===== src/rtl/capture_sequencer.sv =====
`timescale 1ns/1ps
module capture_sequencer #(
  parameter int SAMPLES     = 512,
  parameter int SLOTS       = 16,
  parameter int AVG_MAX_LOG = 8
) (
  input  logic                     clk,
  input  logic                     rst_n,
  input  logic [1:0]               cfg_src,
  input  logic [3:0]               cfg_avg,
  input  logic [1:0]               cfg_decim,
  input  logic [15:0]              cfg_period,
  input  logic                     cmd_start,
  input  logic                     cmd_clear,
  input  logic                     ext_trig,
  input  logic                     smp_valid,
  input  logic                     proc_done,
  output logic                     busy,
  output logic                     rec_done,
  output logic [$clog2(SLOTS)-1:0] rec_slot,
  output logic                     overrun
);
  localparam int CW = $clog2(SAMPLES);
  localparam int SW = $clog2(SLOTS);
  localparam int AW = AVG_MAX_LOG;

  typedef enum logic [1:0] {S_IDLE, S_CAPT, S_WAIT} state_t;
  state_t state;

  logic          ext_q;
  logic [15:0]   tmr;
  logic [CW-1:0] smp_cnt;
  logic [AW-1:0] avg_cnt, avg_last;
  logic [1:0]    dec_l;
  logic [2:0]    dec_cnt;
  logic [SW-1:0] wr_ptr;

  wire       tmr_on   = (cfg_src == 2'd1) && (cfg_period != 16'd0);
  wire       tmr_fire = tmr_on && (tmr == cfg_period - 16'd1);
  wire       trig     = ((cfg_src == 2'd0) && cmd_start) || tmr_fire ||
                        ((cfg_src == 2'd2) && ext_trig && !ext_q);
  wire [3:0] avg_sat  = (cfg_avg > 4'(AVG_MAX_LOG)) ? 4'(AVG_MAX_LOG) : cfg_avg;
  wire [2:0] dec_mask = 3'((4'd1 << dec_l) - 4'd1);
  wire       take     = (state == S_CAPT) && smp_valid && (dec_cnt == 3'd0);

  assign busy = (state != S_IDLE);

  always_ff @(posedge clk or negedge rst_n) begin
    if (!rst_n) begin
      state    <= S_IDLE;
      ext_q    <= 1'b0;
      tmr      <= '0;
      smp_cnt  <= '0;
      avg_cnt  <= '0;
      avg_last <= '0;
      dec_l    <= '0;
      dec_cnt  <= '0;
      wr_ptr   <= '0;
      rec_slot <= '0;
      rec_done <= 1'b0;
      overrun  <= 1'b0;
    end else begin
      ext_q    <= ext_trig;
      rec_done <= 1'b0;
      tmr      <= (!tmr_on || tmr_fire) ? 16'd0 : tmr + 16'd1;
      if (trig && busy) overrun <= 1'b1;
      case (state)
        S_IDLE: if (trig) begin
          state    <= S_CAPT;
          smp_cnt  <= '0;
          dec_cnt  <= '0;
          avg_cnt  <= '0;
          dec_l    <= cfg_decim;
          avg_last <= {AW{1'b1}} >> (4'(AVG_MAX_LOG) - avg_sat);
        end
        S_CAPT: begin
          if (smp_valid) dec_cnt <= (dec_cnt == dec_mask) ? 3'd0 : dec_cnt + 3'd1;
          if (take) begin
            smp_cnt <= smp_cnt + 1'b1;
            if (smp_cnt == CW'(SAMPLES - 1)) state <= S_WAIT;
          end
        end
        S_WAIT: if (proc_done) begin
          if (avg_cnt == avg_last) begin
            state    <= S_IDLE;
            rec_done <= 1'b1;
            rec_slot <= wr_ptr;
            wr_ptr   <= wr_ptr + 1'b1;
          end else begin
            state   <= S_CAPT;
            avg_cnt <= avg_cnt + 1'b1;
            smp_cnt <= '0;
            dec_cnt <= '0;
          end
        end
        default: state <= S_IDLE;
      endcase
      if (cmd_clear) begin
        overrun <= 1'b0;
        wr_ptr  <= '0;
      end
    end
  end
endmodule


===== config.mk =====
export PLATFORM = sky130hd
export DESIGN_NAME = capture_sequencer
export DESIGN_NICKNAME = d
export VERILOG_FILES = /design/src/rtl/capture_sequencer.sv
export SDC_FILE = /design/constraint.sdc
export NUM_CORES = 1
export LEC_CHECK = 0
export BUFFER_PORTS_ARGS = -buffer_cell sky130_fd_sc_hd__buf_2
export CORE_MARGIN = 2
export CORE_UTILIZATION = 50
export DETAILED_ROUTE_END_ITERATION = 8
export HOLD_SLACK_MARGIN = 0.15
export PLACE_DENSITY = 0.68
export SLEW_MARGIN = 20
export SYNTH_ARGS = -nofsm -noshare
export SYNTH_HDL_FRONTEND = slang
export SYNTH_SLANG_ARGS = --single-unit

===== constraint.sdc =====
create_clock -name clk -period 4.95 [get_ports clk]
set_input_delay 0.2475 -clock clk [delete_from_list [all_inputs] [get_ports clk]]
set_output_delay 0.2475 -clock clk [all_outputs]
set_load 0.005 [all_outputs]

==> impl_metrics.env, run 1 <==
export IMPL_slew_headroom_pct=32.4
export IMPL_io_pins=38
export IMPL_crit_type="in2reg"
export IMPL_clock_sink_count=59
export IMPL_synth_top_area_share_pct=40.8
export IMPL_synth_seq_cells=59
export IMPL_cap_violations=0
export IMPL_diodes=0
export IMPL_synth_edf_count=0
export IMPL_synth_area_leaders="dfrtp_1 41%, xor2_1 7.3%, xnor2_1 5.1%, ha_1 4.5%, nor2_1 3.9%"
export IMPL_fmax_mhz=289
export IMPL_cts_resized=0
export IMPL_place_area_um2=3900
export IMPL_slowest_delay_ns=0.48
export IMPL_grt_overflow=0
export IMPL_cts_tree="done"
export IMPL_synth_async_reset_ratio_pct=100
export IMPL_min_to="dec_l[0]"
export IMPL_path_clk_slew_ns=0.06
export IMPL_critPathRequiredTime_ns=5.16
export IMPL_crit_fanout=12
export IMPL_ant_nets=0
export IMPL_clkLatencyLatePin_ns=0.33
export IMPL_whs_path_depth=2
export IMPL_postCtsSetupBuffers=0
export IMPL_r2r_end="dec_l[1]"
export IMPL_cts_path_max_buffers=2
export IMPL_yosysWarnings=0
export IMPL_cts_root_buffer="clkbuf_8"
export IMPL_die_w_um=89.1
export IMPL_viasPerCell=5.62
export IMPL_dp_hpwl_um=5780
export IMPL_status="completed"
export IMPL_die_area_um2=7940
export IMPL_final_cells=530
export IMPL_cts_htree_levels=3
export IMPL_grt_start_max_net_pins=60
export IMPL_leakagePower_nw=1.82
export IMPL_worst_pin_slew_ns=1.00
export IMPL_port_buffers=37
export IMPL_synth_area_um2=3620
export IMPL_drc=0
export IMPL_dr_pass1_iters=4
export IMPL_dp_cells=512
export IMPL_crit_slowest_cell="or3b_1"
export IMPL_avgSynthCellArea_um2=9.40
export IMPL_finClkSkew_ns=0.00963
export IMPL_fin_hold_ws_ns=0.172
export IMPL_drv_slew=0
export IMPL_power_w=0.00123
export IMPL_synth_most_common_cell="dfrtp_1"
export IMPL_hold_path_startpoint="cfg_decim[0]"
export IMPL_vias=2980
export IMPL_globalplace_congestion=0.847
export IMPL_yosysUniqueCellTypes=55
export IMPL_start_util_pct=50.7
export IMPL_netlist_top_cells_count="59 x dfrtp_1, 38 x nor2_1, 30 x xor2_1, 21 x xnor2_1, 20 x inv_1"
export IMPL_hp_class="in2reg"
export IMPL_peakVddDrop_uv=196
export IMPL_numCtsBuffers=9
export IMPL_reg2reg_slack_ns=1.77
export IMPL_grt_pass1_wl_um=13600
export IMPL_synth_nets=429
export IMPL_arrival_ns=3.67
export IMPL_seq_area_frac_synth_pct=40.8
export IMPL_rsz0062_at_grt="no"
export IMPL_power_density_nw_per_um2=299
export IMPL_drt_total_wl_um=7890
export IMPL_crit_chain="buf_2 > inv_1 > ha_1 > or3b_1 > o31a_1 > or4_1 > o311a_1 > nor4_4 > a31oi_1 > nor2_1 > buf_4 > mux2_2"
export IMPL_syn_inst=385
export IMPL_antenna_found_initial=0
export IMPL_core_area_um2=7140
export IMPL_die_h_um=89.1
export IMPL_hold_violations=0
export IMPL_synth_top_area_cell="dfrtp_1"
export IMPL_area_growth_pct=13.4
export IMPL_core_rowCount=31
export IMPL_grt_pass1_vias=2877
export IMPL_period_minus_slack_ns=3.46
export IMPL_r2r_start="tmr[3]"
export IMPL_post_route_period_util_pct=69.9
export IMPL_grt_util_all_layers_pct=22.0
export IMPL_fin_area_um2=4110
export IMPL_final_nets=471
export IMPL_routedWlPerCell_um=14.9
export IMPL_fin_tns_setup_ns=0
export IMPL_hold_buffers=3
export IMPL_cp_end_kind="register"
export IMPL_drive_gt1_share_pct=16.7
export IMPL_ys_flop_type="dfrtp_1"
export IMPL_finalSetupViolCount=0
export IMPL_cp_start_kind="input port"
export IMPL_ff2ff_path_depth=9
export IMPL_dr_first_iter_drc_count=222
-- stage by stage --
stage,worst slack [ns],utilization [%]
floorplan,1.83,-
global placement,1.27,54.6
detailed placement,1.17,54.6
CTS,1.52,57.5
global route,1.24,57.5
finish,1.49,57.5
-- cells in the final DEF, fill, tap and decap left out, drive strengths merged, types with 9 or more instances in the layout --
cell,instances
xor2,30
dfrtp,59
o21ai,21
nand3,18
ha,13
xnor2,21
nand2,19
nand4,10
nor4,9
inv,20
nor3,10
clkbuf,13
nor2,38
a21oi,18
buf,39
-- logic make-up after synthesis --
family	Yosys count	synth area share, %
buffers and inverters	31	3.35
flip-flops	59	40.8
AO/OA/AOI/OAI	69	12.5
adder cells (fa/ha/maj)	13	4.49
AND/OR/NAND/NOR	150	22.9
multiplexers	12	3.60
XOR/XNOR	51	12.3
-- power breakdown --
part / leakage [nW] / internal, W / switching [W] / total, W
logic: 0.941 / 0.000106 / 0.000135 / 0.000242
registers: 0.788 / 0.000538 / 0.0000549 / 0.000593
clock network: 0.0953 / 0.000218 / 0.000177 / 0.000395
-- area by class of cell --
type / count / area (um2)
multi-input cells: 295 / 2020
fillers: 669 / 3030
clock buffers: 13 / 169
repair buffers: 42 / 230
flip-flops and latches: 59 / 1480
clock inverters: 2 / 10.0
well taps: 99 / 124
inverters: 20 / 75.1
-- worst max-delay path, delay by kind of cell --
family          cells  cell delay (ns)
buf+inv             3             0.45
compound gates      3             0.82
fa+ha+maj           1             0.23
simple gates        4             1.56
mux                 1             0.35
-- worst max path at each step --
stage                              from     endpoint  slack, ns  depth (start not counted)
after floorplan           cfg_period[0]     dec_l[1]       1.83                         12
after global placement    cfg_period[0]  avg_last[1]       1.27                         12
after detailed placement  cfg_period[0]     dec_l[1]       1.17                         12
after CTS                 cfg_period[0]     dec_l[1]       1.52                         12
after global routing      cfg_period[0]   avg_cnt[1]       1.24                         11
final                     cfg_period[0]     dec_l[1]       1.49                         12
-- state kept, by name, summed over array words and instances (netlist names) --
signal / cells
ext_q: 1
rec_slot: 4
tmr: 16
avg_cnt: 8
smp_cnt: 9
avg_last: 8
overrun: 1
state: 2
dec_cnt: 3
wr_ptr: 4
rec_done: 1
dec_l: 2
-- routing by layer --
metal | track usage (%) | vias to the layer above | wire, um
met5 | 0 | - | 0
met4 | 5.83 | 0 | 69
met3 | 4.99 | 7 | 177
met2 | 34.7 | 37 | 3720
met1 | 30.9 | 1463 | 3920
li1 | - | 1473 | -
(Power assumes the default switching activity.)
==> run 2, diff against run 1 <==
--- a/config.mk
+++ b/config.mk
@@ -5,6 +5,7 @@
 export SDC_FILE = /design/constraint.sdc
 export NUM_CORES = 1
 export LEC_CHECK = 0
+export ABC_AREA = 1
 export BUFFER_PORTS_ARGS = -buffer_cell sky130_fd_sc_hd__buf_2
 export CORE_MARGIN = 2
 export CORE_UTILIZATION = 50
==> constraint.sdc (replaced) <==
create_clock -name clk -period 3.4 [get_ports clk]
set_input_delay 0.17 -clock clk [delete_from_list [all_inputs] [get_ports clk]]
set_output_delay 0.17 -clock clk [all_outputs]
set_load 0.005 [all_outputs]
==> run 2 against run 1 <==
  * Register-to-register slack got worse by 0.64 ns
  * Largest cell class unchanged
  * Sequential share of layout area decreased by 2.7 points
  * First-iteration DRC count decreased by 48%
==> impl_metrics.env, run 2 <==
export IMPL_hp_class="in2reg"
export IMPL_pre_cts_slack_ns=0.833
export IMPL_clock_sink_count=59
export IMPL_cts_htree_levels=3
export IMPL_synth_area_um2=3920
export IMPL_clkLatencyLatePin_ns=0.33
export IMPL_synth_seq_cells=59
export IMPL_dp_hpwl_um=6070
export IMPL_largest_reg_flops=16
export IMPL_synth_xor_area_share_pct=6.47
export IMPL_netlist_top_cells_count="153 x nand2_1, 76 x nor2_1, 69 x inv_1, 59 x dfrtp_1, 31 x nand3_1"
export IMPL_grt_overflow=0
export IMPL_finalSetupViolCount=0
export IMPL_numCtsBuffers=9
export IMPL_cts_tree="done"
export IMPL_grt_pass1_vias=3338
export IMPL_hold_violations=0
export IMPL_rsz0062_at_grt="no"
export IMPL_whs_path_depth=3
export IMPL_final_common_cell="nand2_1"
export IMPL_drt_total_wl_um=7850
export IMPL_start_util_pct=51.3
export IMPL_core_area_um2=7650
export IMPL_synth_mux_area_share_pct=0
export IMPL_die_area_um2=8570
export IMPL_dr_pass1_iters=5
export IMPL_grt_util_all_layers_pct=20.1
export IMPL_fin_tns_setup_ns=0
export IMPL_r2r_end="wr_ptr[3]"
export IMPL_synth_adder_area_share_pct=4.15
export IMPL_status="completed"
export IMPL_synth_top_family_by_area="simple AND/OR/NAND/NOR gates"
export IMPL_io_pins=38
export IMPL_die_h_um=92.6
export IMPL_dr_first_iter_drc_count=116
export IMPL_postCtsSetupBuffers=0
export IMPL_synth_nets=584
export IMPL_avgSynthCellArea_um2=7.27
export IMPL_dp_cells=674
export IMPL_cp_start_kind="register"
export IMPL_crit_fanout=11
export IMPL_synth_most_common_cell="nand2_1"
export IMPL_period_minus_slack_ns=2.27
export IMPL_reg2reg_slack_ns=1.13
export IMPL_synth_top_area_share_pct=37.6
export IMPL_grt_pass1_wl_um=13900
export IMPL_r2r_start="state[0]"
export IMPL_synth_top_area_cell="dfrtp_1"
export IMPL_crit_type="reg2reg"
export IMPL_cap_violations=0
export IMPL_critPathRequiredTime_ns=3.61
export IMPL_vias=3449
export IMPL_yosysUniqueCellTypes=38
export IMPL_leakagePower_nw=2.25
export IMPL_ff2ff_path_depth=11
export IMPL_hold_path_startpoint="cfg_avg[3]"
export IMPL_power_w=0.00207
export IMPL_synth_async_reset_ratio_pct=100
export IMPL_syn_inst=540
export IMPL_hold_buffers=5
export IMPL_regMostFlops="tmr"
export IMPL_arrival_ns=2.48
export IMPL_layout_common_cells="153 x nand2_1, 76 x nor2_1, 69 x inv_1"
export IMPL_synth_simple_area_share_pct=34.9
export IMPL_drv_slew=0
export IMPL_worst_pin_slew_ns=0.601
export IMPL_finClkSkew_ns=0.00646
export IMPL_viasPerCell=4.97
export IMPL_antenna_found_initial=0
export IMPL_ys_flop_type="dfrtp_1"
export IMPL_min_to="avg_last[0]"
export IMPL_cts_root_buffer="clkbuf_8"
export IMPL_final_nets=632
export IMPL_fmax_mhz=440
export IMPL_final_cells=694
export IMPL_post_route_period_util_pct=66.8
export IMPL_synth_edf_count=0
export IMPL_cts_resized=0
export IMPL_routedWlPerCell_um=11.3
export IMPL_die_w_um=92.6
export IMPL_synth_compound_gate_area_share_pct=8.93
export IMPL_power_density_nw_per_um2=465
export IMPL_setup_ws_ns=1.13
export IMPL_drive_gt1_share_pct=14.4
export IMPL_cts_path_max_buffers=2
export IMPL_grt_start_max_net_pins=37
export IMPL_globalplace_congestion=0.878
export IMPL_slew_headroom_pct=59.8
export IMPL_top_regs="tmr x16, smp_cnt x9"
export IMPL_path_clk_slew_ns=0.06
export IMPL_core_rowCount=32
export IMPL_fin_hold_ws_ns=0.170
export IMPL_port_buffers=37
export IMPL_cp_end_kind="register"
export IMPL_area_growth_pct=13.2
export IMPL_synth_area_leaders="dfrtp_1 38%, nand2_1 15%, nor2_1 7.3%, inv_1 6.6%, xor2_1 4.9%"
export IMPL_seq_area_frac_synth_pct=37.6
export IMPL_peakVddDrop_uv=290
export IMPL_drc=0
export IMPL_ant_nets=0
export IMPL_diodes=0
export IMPL_yosysWarnings=0
run 2: how the worst max path moves through the flow:
| stage | startpoint | to | cells past startpoint |
|---|---|---|---|
| floorplan | cfg_period[0] | avg_cnt[7] | 16 |
| global placement | cfg_period[0] | smp_cnt[7] | 17 |
| detailed placement | cfg_period[0] | smp_cnt[6] | 17 |
| CTS | state[0] | wr_ptr[3] | 11 |
| global route | state[0] | wr_ptr[3] | 11 |
| finish | state[0] | wr_ptr[3] | 11 |
run 2: power breakdown:
| part | switching [W] | internal [W] | total, W | leakage [nW] |
|---|---|---|---|---|
| clock | 0.000248 | 0.000374 | 0.000622 | 0.0995 |
| sequential | 0.000107 | 0.000809 | 0.000916 | 0.799 |
| combinational | 0.000308 | 0.000221 | 0.000528 | 1.35 |
| total | 0.000663 | 0.00140 | 0.00207 | 2.25 |
run 2: worst max-delay path, stage by stage, from the launching register on:
cell and delay (ns):
dfrtp_1 0.39, inv_1 0.09, nand2_1 0.09, clkinv_1 0.17, o21ai_0 0.11, nor3_1 0.18
and3_1 0.21, nand3_1 0.29, inv_1 0.28, nand4_1 0.14, o21ai_0 0.16, a21oi_1 0.05
run 2: layer usage:
layer	share of wire (%)	vias up	track usage, %
li1	-	1810	-
met1	47	1577	24.3
met2	49	53	35.2
met3	3.0	9	3.25
met4	1.5	0	8.83
met5	0	-	0
run 2: logic make-up (layout without fill, tap and decap cells):
family	Yosys count	count (layout)
AOI/OAI and AO/OA	54	54
xor gates and xnor gates	29	29
adders and majority gates	13	13
buffers and inverters	77	129
DFF	59	59
and+or+nand+nor	308	308
run 2: through the flow:
step           utilization [%]  area (um2)
6_report                  58.1        4440
5_1_grt                   58.1        4440
4_1_cts                   58.1        4440
3_5_place_dp              54.9        4200
3_3_place_gp              54.9        4200
2_1_floorplan                -        3920
run 2: cell type report:
cell class | instances | area, um2
fill | 725 | 3210
multi-input combinational | 404 | 2130
sequential | 59 | 1480
inverter | 71 | 267
timing repair buffer | 43 | 243
clock buffer | 13 | 159
tap | 102 | 128
clock inverter | 2 | 35.0
